`config.mk`:
```
export PLATFORM = sky130hd
export DESIGN_NAME = uwire_eeprom
export DESIGN_NICKNAME = d
export VERILOG_FILES = /design/src/rtl/uwire_eeprom_pkg.sv /design/src/rtl/uwire_eeprom_store.sv /design/src/rtl/uwire_eeprom_timer.sv /design/src/rtl/uwire_eeprom_fsm.sv /design/src/rtl/uwire_eeprom.sv
export SDC_FILE = /design/constraint.sdc
export NUM_CORES = 2
export LEC_CHECK = 0
export ABC_AREA = 1
export BUFFER_PORTS_ARGS = -buffer_cell sky130_fd_sc_hd__clkbuf_2
export CAP_MARGIN = 40
export CORE_MARGIN = 2
export CORE_UTILIZATION = 54
export CTS_BUF_LIST = sky130_fd_sc_hd__clkbuf_4 sky130_fd_sc_hd__clkbuf_8 sky130_fd_sc_hd__clkbuf_16
export DETAILED_ROUTE_END_ITERATION = 10
export PLACE_DENSITY = 0.72
export SYNTH_ARGS = -nofsm -noshare
export SYNTH_HDL_FRONTEND = slang
export SYNTH_SLANG_ARGS = --single-unit
```
`constraint.sdc`:
```
create_clock -name clk -period 2.1 [get_ports clk]
set_input_delay 0.315 -clock clk [delete_from_list [all_inputs] [get_ports clk]]
set_output_delay 0.315 -clock clk [all_outputs]
set_load 0.01 [all_outputs]
```
`src/rtl/uwire_eeprom_pkg.sv`:
```
package uwire_eeprom_pkg;

    typedef enum logic [2:0] {
        ST_WAIT = 3'd0,
        ST_OP   = 3'd1,
        ST_ADDR = 3'd2,
        ST_DATA = 3'd3,
        ST_READ = 3'd4,
        ST_DONE = 3'd5
    } ee_state_e;

    localparam logic [1:0] OPC_EXT   = 2'b00;
    localparam logic [1:0] OPC_WRITE = 2'b01;
    localparam logic [1:0] OPC_READ  = 2'b10;

    localparam logic [1:0] EXT_ENABLE  = 2'b11;
    localparam logic [1:0] EXT_DISABLE = 2'b00;

    localparam int WORD_W = 16;

endpackage

```
`src/rtl/uwire_eeprom_store.sv`:
```
module uwire_eeprom_store
    import uwire_eeprom_pkg::*;
#(
    parameter int          ADDR_W    = 6,
    parameter logic [15:0] INIT_SEED = 16'h3C5A,
    parameter logic [15:0] INIT_STEP = 16'h0B17
) (
    input  logic              clk,
    input  logic              rst_n,
    input  logic [ADDR_W-1:0] rd_idx,
    output logic [WORD_W-1:0] rd_word,
    input  logic              wr_en,
    input  logic [ADDR_W-1:0] wr_idx,
    input  logic [WORD_W-1:0] wr_data,
    input  logic [1:0]        wr_mask
);

    localparam int DEPTH   = 1 << ADDR_W;
    localparam int N_LANES = WORD_W / 8;

    function automatic logic [7:0] preload_byte(input int idx, input int lane);
        logic [WORD_W-1:0] w;
        w = INIT_SEED ^ WORD_W'(idx * int'(INIT_STEP));
        return w[lane*8 +: 8];
    endfunction

    for (genvar ln = 0; ln < N_LANES; ln++) begin : g_lane
        logic [7:0] lane_q [DEPTH];

        always_ff @(posedge clk) begin
            if (!rst_n) begin
                for (int k = 0; k < DEPTH; k++) begin
                    lane_q[k] <= preload_byte(k, ln);
                end
            end else if (wr_en && wr_mask[ln]) begin
                lane_q[wr_idx] <= wr_data[ln*8 +: 8];
            end
        end

        assign rd_word[ln*8 +: 8] = lane_q[rd_idx];
    end

endmodule

```
`src/rtl/uwire_eeprom_timer.sv`:
```
module uwire_eeprom_timer #(
    parameter int BUSY_CYC = 40,
    parameter int CNT_W    = $clog2(BUSY_CYC + 1)
) (
    input  logic             clk,
    input  logic             rst_n,
    input  logic             start,
    output logic             busy,
    output logic [CNT_W-1:0] remain
);

    logic [CNT_W-1:0] cnt_d, cnt_q;

    always_comb begin
        cnt_d = cnt_q;
        if (start) begin
            cnt_d = CNT_W'(BUSY_CYC);
        end else if (cnt_q != '0) begin
            cnt_d = cnt_q - 1'b1;
        end
    end

    always_ff @(posedge clk) begin
        if (!rst_n) begin
            cnt_q <= '0;
        end else begin
            cnt_q <= cnt_d;
        end
    end

    assign busy   = (cnt_q != '0);
    assign remain = cnt_q;

endmodule

```
`src/rtl/uwire_eeprom_fsm.sv`:
```
module uwire_eeprom_fsm
    import uwire_eeprom_pkg::*;
#(
    parameter int ADDR_W    = 6,
    parameter bit BYTE_MODE = 1'b0
) (
    input  logic              clk,
    input  logic              rst_n,
    input  logic              cs,
    input  logic              sk,
    input  logic              di,
    input  logic              busy,
    output logic [ADDR_W-1:0] rd_idx,
    input  logic [WORD_W-1:0] rd_word,
    output logic              wr_go,
    output logic [ADDR_W-1:0] wr_idx,
    output logic [WORD_W-1:0] wr_data,
    output logic [1:0]        wr_mask,
    output logic              wen,
    output logic              dout_raw,
    output ee_state_e         state
);

    localparam int CMD_AW = ADDR_W + (BYTE_MODE ? 1 : 0);
    localparam int DATA_W = BYTE_MODE ? 8 : WORD_W;
    localparam int CNT_MX = (CMD_AW > DATA_W) ? CMD_AW : DATA_W;
    localparam int CNT_W  = $clog2(CNT_MX + 1);

    typedef struct packed {
        ee_state_e         st;
        logic [CNT_W-1:0]  cnt;
        logic [1:0]        op;
        logic [CMD_AW-1:0] addr;
        logic [DATA_W-1:0] din;
        logic [WORD_W-1:0] osr;
        logic              dout;
        logic              wen;
        logic              go;
        logic              sk_prev;
    } fsm_s;

    fsm_s q, d;

    logic              sk_rise;
    logic [CMD_AW-1:0] addr_nx;
    logic [WORD_W-1:0] load_val;

    assign sk_rise = sk && !q.sk_prev;
    assign addr_nx = {q.addr[CMD_AW-2:0], di};
    assign rd_idx  = addr_nx[CMD_AW-1 -: ADDR_W];
    assign wr_idx  = q.addr[CMD_AW-1 -: ADDR_W];

    if (BYTE_MODE) begin : g_byte
        assign load_val = addr_nx[0] ? {rd_word[15:8], 8'h00} : {rd_word[7:0], 8'h00};
        assign wr_data  = {q.din, q.din};
        assign wr_mask  = q.addr[0] ? 2'b10 : 2'b01;
    end else begin : g_word
        assign load_val = rd_word;
        assign wr_data  = q.din;
        assign wr_mask  = 2'b11;
    end

    always_comb begin
        d         = q;
        d.go      = 1'b0;
        d.sk_prev = sk;
        if (!cs) begin
            d.st   = ST_WAIT;
            d.cnt  = '0;
            d.dout = 1'b1;
        end else if (sk_rise) begin
            unique case (q.st)
                ST_WAIT: begin
                    if (di) begin
                        d.st  = ST_OP;
                        d.cnt = '0;
                    end
                end
                ST_OP: begin
                    d.op = {q.op[0], di};
                    if (q.cnt == CNT_W'(1)) begin
                        d.st  = ST_ADDR;
                        d.cnt = '0;
                    end else begin
                        d.cnt = q.cnt + 1'b1;
                    end
                end
                ST_ADDR: begin
                    d.addr = addr_nx;
                    if (q.cnt == CNT_W'(CMD_AW - 1)) begin
                        d.cnt = '0;
                        d.st  = ST_DONE;
                        if (!busy) begin
                            unique case (q.op)
                                OPC_READ: begin
                                    d.st   = ST_READ;
                                    d.osr  = load_val;
                                    d.dout = 1'b0;
                                end
                                OPC_WRITE: d.st = ST_DATA;
                                OPC_EXT: begin
                                    if (addr_nx[CMD_AW-1 -: 2] == EXT_ENABLE) begin
                                        d.wen = 1'b1;
                                    end else if (addr_nx[CMD_AW-1 -: 2] == EXT_DISABLE) begin
                                        d.wen = 1'b0;
                                    end
                                end
                                default: d.st = ST_DONE;
                            endcase
                        end
                    end else begin
                        d.cnt = q.cnt + 1'b1;
                    end
                end
                ST_DATA: begin
                    d.din = {q.din[DATA_W-2:0], di};
                    if (q.cnt == CNT_W'(DATA_W - 1)) begin
                        d.st  = ST_DONE;
                        d.go  = q.wen && !busy;
                        d.cnt = '0;
                    end else begin
                        d.cnt = q.cnt + 1'b1;
                    end
                end
                ST_READ: begin
                    if (q.cnt == CNT_W'(DATA_W)) begin
                        d.dout = 1'b1;
                        d.st   = ST_DONE;
                    end else begin
                        d.dout = q.osr[WORD_W-1];
                        d.osr  = {q.osr[WORD_W-2:0], 1'b0};
                        d.cnt  = q.cnt + 1'b1;
                    end
                end
                default: d.st = ST_DONE;
            endcase
        end
    end

    always_ff @(posedge clk) begin
        if (!rst_n) begin
            q.st      <= ST_WAIT;
            q.cnt     <= '0;
            q.op      <= '0;
            q.addr    <= '0;
            q.din     <= '0;
            q.osr     <= '0;
            q.dout    <= 1'b1;
            q.wen     <= 1'b0;
            q.go      <= 1'b0;
            q.sk_prev <= 1'b0;
        end else begin
            q <= d;
        end
    end

    assign wr_go    = q.go;
    assign wen      = q.wen;
    assign dout_raw = q.dout;
    assign state    = q.st;

endmodule

```
`src/rtl/uwire_eeprom.sv`:
```
module uwire_eeprom
    import uwire_eeprom_pkg::*;
#(
    parameter int          ADDR_W    = 6,
    parameter bit          BYTE_MODE = 1'b0,
    parameter int          BUSY_CYC  = 40,
    parameter logic [15:0] INIT_SEED = 16'h3C5A,
    parameter logic [15:0] INIT_STEP = 16'h0B17
) (
    input  logic clk,
    input  logic rst_n,
    input  logic cs,
    input  logic sk,
    input  logic di,
    output logic dout
);

    localparam int BUSY_W = $clog2(BUSY_CYC + 1);

    logic [ADDR_W-1:0] rd_idx;
    logic [WORD_W-1:0] rd_word;
    logic              wr_go;
    logic [ADDR_W-1:0] wr_idx;
    logic [WORD_W-1:0] wr_data;
    logic [1:0]        wr_mask;
    logic              wen;
    logic              dout_raw;
    ee_state_e         state;
    logic              busy;
    logic [BUSY_W-1:0] busy_cnt;

    uwire_eeprom_fsm #(
        .ADDR_W    (ADDR_W),
        .BYTE_MODE (BYTE_MODE)
    ) u_fsm (
        .clk      (clk),
        .rst_n    (rst_n),
        .cs       (cs),
        .sk       (sk),
        .di       (di),
        .busy     (busy),
        .rd_idx   (rd_idx),
        .rd_word  (rd_word),
        .wr_go    (wr_go),
        .wr_idx   (wr_idx),
        .wr_data  (wr_data),
        .wr_mask  (wr_mask),
        .wen      (wen),
        .dout_raw (dout_raw),
        .state    (state)
    );

    uwire_eeprom_store #(
        .ADDR_W    (ADDR_W),
        .INIT_SEED (INIT_SEED),
        .INIT_STEP (INIT_STEP)
    ) u_store (
        .clk     (clk),
        .rst_n   (rst_n),
        .rd_idx  (rd_idx),
        .rd_word (rd_word),
        .wr_en   (wr_go),
        .wr_idx  (wr_idx),
        .wr_data (wr_data),
        .wr_mask (wr_mask)
    );

    uwire_eeprom_timer #(
        .BUSY_CYC (BUSY_CYC),
        .CNT_W    (BUSY_W)
    ) u_timer (
        .clk    (clk),
        .rst_n  (rst_n),
        .start  (wr_go),
        .busy   (busy),
        .remain (busy_cnt)
    );

    assign dout = cs ? (busy ? 1'b0 : dout_raw) : 1'b1;

endmodule


```
==> implementation parameters <==
Parameter                              Value

Run status
  Run status    finished with violations
  Failing checks    setup timing

Route
  Vias per Instance    5.752
  Initial DRC Count    6219
  Total number of vias    ~41000
  Routed wire length    159500 microns
  Number of remaining DRC errors    0
  First-pass detailed-route iteration total    10
  Final antenna-violating net count    0
  WL per Instance    between 20 and 25 microns

Floorplanning
  I/O pin cnt    6
  Overall die width    308.3 microns
  Core ar.    91660 sq um
  Std cell rows    111
  Area enclosed by the die boundary    95040 sq um
  Vertical die dimension    308.3 microns
  Starting density of the core    0.5455

Clock network
  H-tree level count    3
  Number of buffers created by CTS    110
  Clock-pin slew on the worst setup and hold paths    ~0.070 ns
  CTS tree    yes
  Clock sink count    ~1100
  Clock latency on the worst-skew pair    ~0.7 ns
  Max Buffers Root-to-Sink    3
  Clk root buf    clkbuf_16

Critical path
  Crit. Startpoint    u_fsm.wr_idx[1]$_SDFFE_PN0P_
  Worst reg2reg path startpoint    u_fsm.wr_idx[1]$_SDFFE_PN0P_
  CP endpoint kind    register
  Worst Path Required    2.72 ns
  Largest fanout of any net on the critical path    28
  Setup slack on the worst flop-to-flop path    -0.06 ns
  Critical path destination    u_fsm.q[7]$_SDFFE_PN0P_
  Data arrival time of the critical path    2.78 ns
  Critical Setup Path Class    register to register
  CP Launch Type    register
  End of the worst register-to-register path    u_fsm.q[7]$_SDFFE_PN0P_
  Register-to-Register Path Depth    12

STA
  PnR worst setup slack    -0.05714 ns
  Post-Route Skew    approximately 0.024 ns
  Final setup violation count    2
  Final period util    1.027
  Final critical path time including I/O delays and setup    ~2.2 ns
  Top achievable clock speed    ~460 MHz
  Number of hold-slack violations in the final timing report    0
  Slew HR    0.4970
  Number of max-slew violations in the final report    0
  Worst Max-Slew Pin Slew    roughly 0.75 ns
  Setup repair after global routing missed its margin    true

Logic synthesis
  Most frequent cells after synthesis    nand2_1, edfxtp_1, nor2_1
  Yosys synthesis warning count    0
  Cell type contributing the most total cell area after synthesis    edfxtp_1
  Number of synthesized register bits    around 1100
  Synth cell types    32
  Fraction of the yosys area taken by sequential cells    0.6382
  Most repeated cell in the gate-level netlist after synthesis    nand2_1
  Syn Nets    5567
  Largest cells by area after synthesis    edfxtp_1, nand2_1, nor2_1
  Fraction of synthesis flops using an asynchronous set or reset pin    0
  Post-Syn Instances    around 5600
  Area share of the largest cell type after synthesis    0.6150
  Combined area of all synthesized cells    ~50000 sq um
  Number of flops mapped to enable cells by yosys    between 1000 and 1500
  Predominant post-synthesis flop cell    edfxtp_1
  Syn avg cell area    9.001 sq um

Global route
  All-layer global routing usage    0.3343
  Overall overflow remaining after global route    0
  Largest net degree at the start of global routing    slightly above 90
  Vias in the first global route    ~39000
  Global-route wire length before repair    roughly 230000 microns
  Initial antenna violation count    3

Min path
  Worst hold path startpoint    rst_n
  Cell count of the worst hold path    4
  Hold crit path type    input port to register

Power
  Power, Total    about 50 mW
  Peak supply drop    around 0.86 mV
  Power density over the cells    about 830 nW/um^2
  Leakage Power    22.95 nW

Cells and area
  Core utilization of the finished layout    0.6408
  Final std cells w/o fill    about 7100
  Synthesis-to-layout area growth    17.47%
  Final Instance Area    slightly below 60000 sq um
  Layout filler cell count    roughly 7200
  Layout cells sized above 1    0.1428
  Diodes inserted    0
  Net count of the finished layout    approximately 5800

Placed design
  Final RePlAce weighted congestion    0.9982
  IO buf count    5
  Cell area reported after detailed placement    about 55000 sq um
  DPL Wire Length    102400 microns
  Placed Cells    between 6000 and 7000

Job
  Max-cap viol count    0
-- power breakdown --
part / internal [mW] / total, mW / switching [mW]
Combinational: 0.995 / 2.95 / 1.96
Sequential: 24.6 / 24.9 / 0.351
Clock: 12.4 / 20.9 / 8.50
-- worst min path at each step --
| stage | end | slack (ns) |
|---|---|---|
| after floorplan | u_fsm.q[0]$_SDFF_PN0_ | 0.41 |
| after global placement | u_fsm.dout_raw$_SDFFE_PN1P_ | 0.44 |
| after detailed placement | u_fsm.dout_raw$_SDFFE_PN1P_ | 0.44 |
| after CTS | u_timer.remain[5]$_SDFFE_PN0P_ | 0.009 |
| after global routing | u_timer.remain[5]$_SDFFE_PN0P_ | 0.04 |
| final | u_timer.remain[5]$_SDFFE_PN0P_ | 0.03 |
-- kinds of logic after synthesis --
kind of cell	after synthesis	synth area share
adder cells (fa/ha/maj)	7	0.001752
buffers and inverters	775	0.06173
AO/OA/AOI/OAI	263	0.02718
AND/OR/NAND/NOR	3424	0.2704
XOR/XNOR	4	0.0007008
flip-flops	1082	0.6382
-- metal layers --
metal | part of all wire | global-route usage | vias up
li1 | - | - | 18230
met1 | 0.36 | 0.4444 | 18960
met2 | 0.45 | 0.5128 | 2822
met3 | 0.13 | 0.06617 | 569
met4 | 0.067 | 0.1964 | 4
met5 | 0.00013 | 0 | -
-- stage by stage --
stage                     hold WS (ns)   TNS, ns  worst slack (ns)
after detailed placement        0.4422    -4.410           -0.2004
final                          0.03037  -0.08060          -0.05714
after global routing           0.04013    -1.038          -0.03109
after CTS                     0.008663         0          0.002655
after global placement          0.4435   -0.5899           -0.1984
after floorplan                 0.4126    -6.662           -0.1104
-- what timing repair did --
action	in CTS	in global routing
pin swaps	1	3
gates cloned	1	3
endpoints found under the hold margin	2	0
gates resized for setup	14	66
endpoints found under the setup margin	148	362
hold buffers	2	0
buffers inserted	2	2
-- critical path: stages, from the launching register on --
cell and delay, ns:
dfxtp_2 0.39, buf_4 0.14, nand2_2 0.07, inv_2 0.14
buf_12 0.26, nand3_1 0.35, nand2_1 0.16, inv_1 0.05
nand2_1 0.18, nand3_1 0.10, nand2_1 0.08, nand2_1 0.06
a21oi_1 0.11
-- final cells by class --
cell class              instances  area (sq um)  area share
clock buffers                 140          3092     0.05264
flip-flops and latches       1082         31930      0.5436
clock inverters                66         787.0     0.01340
repair buffers                456          4591     0.07816
multi-input cells            3698         15210      0.2590
well taps                    1186          1484     0.02527
inverters                     426          1643     0.02797
-- flip-flops by register name, indices dropped and copies added (netlist names) --
| name | count |
|---|---|
| u_fsm.q | 24 |
| u_fsm.state | 3 |
| u_fsm.wr_idx | 6 |
| u_fsm.wr_data | 16 |
| u_timer.remain | 6 |
| u_store.g_lane.lane_q | 1024 |
| u_fsm.wr_go | 1 |
| u_fsm.dout_raw | 1 |
| u_fsm.wen | 1 |
-- cells in the final DEF, fill, tap and decap left out, types with 6 or more instances in the layout --
cell and instances:
a21oi_1 85, a22oi_1 8, buf_12 81, buf_4 354, buf_6 9, bufinv_16 16, clkbuf_16 116, clkbuf_4 19
clkbuf_8 7, clkinv_1 24, clkinv_2 32, clkinvlp_4 6, dfxtp_1 50, dfxtp_2 6, edfxtp_1 1024, ha_1 6
inv_1 347, inv_2 49, inv_4 7, nand2_1 2242, nand2_2 40, nand3_1 368, nor2_1 692, nor2_2 44
nor2_4 16, nor3_1 8, o21ai_0 149, o21ai_1 8, or2_2 6
No activity file was read; power rests on OpenSTA's default activity.
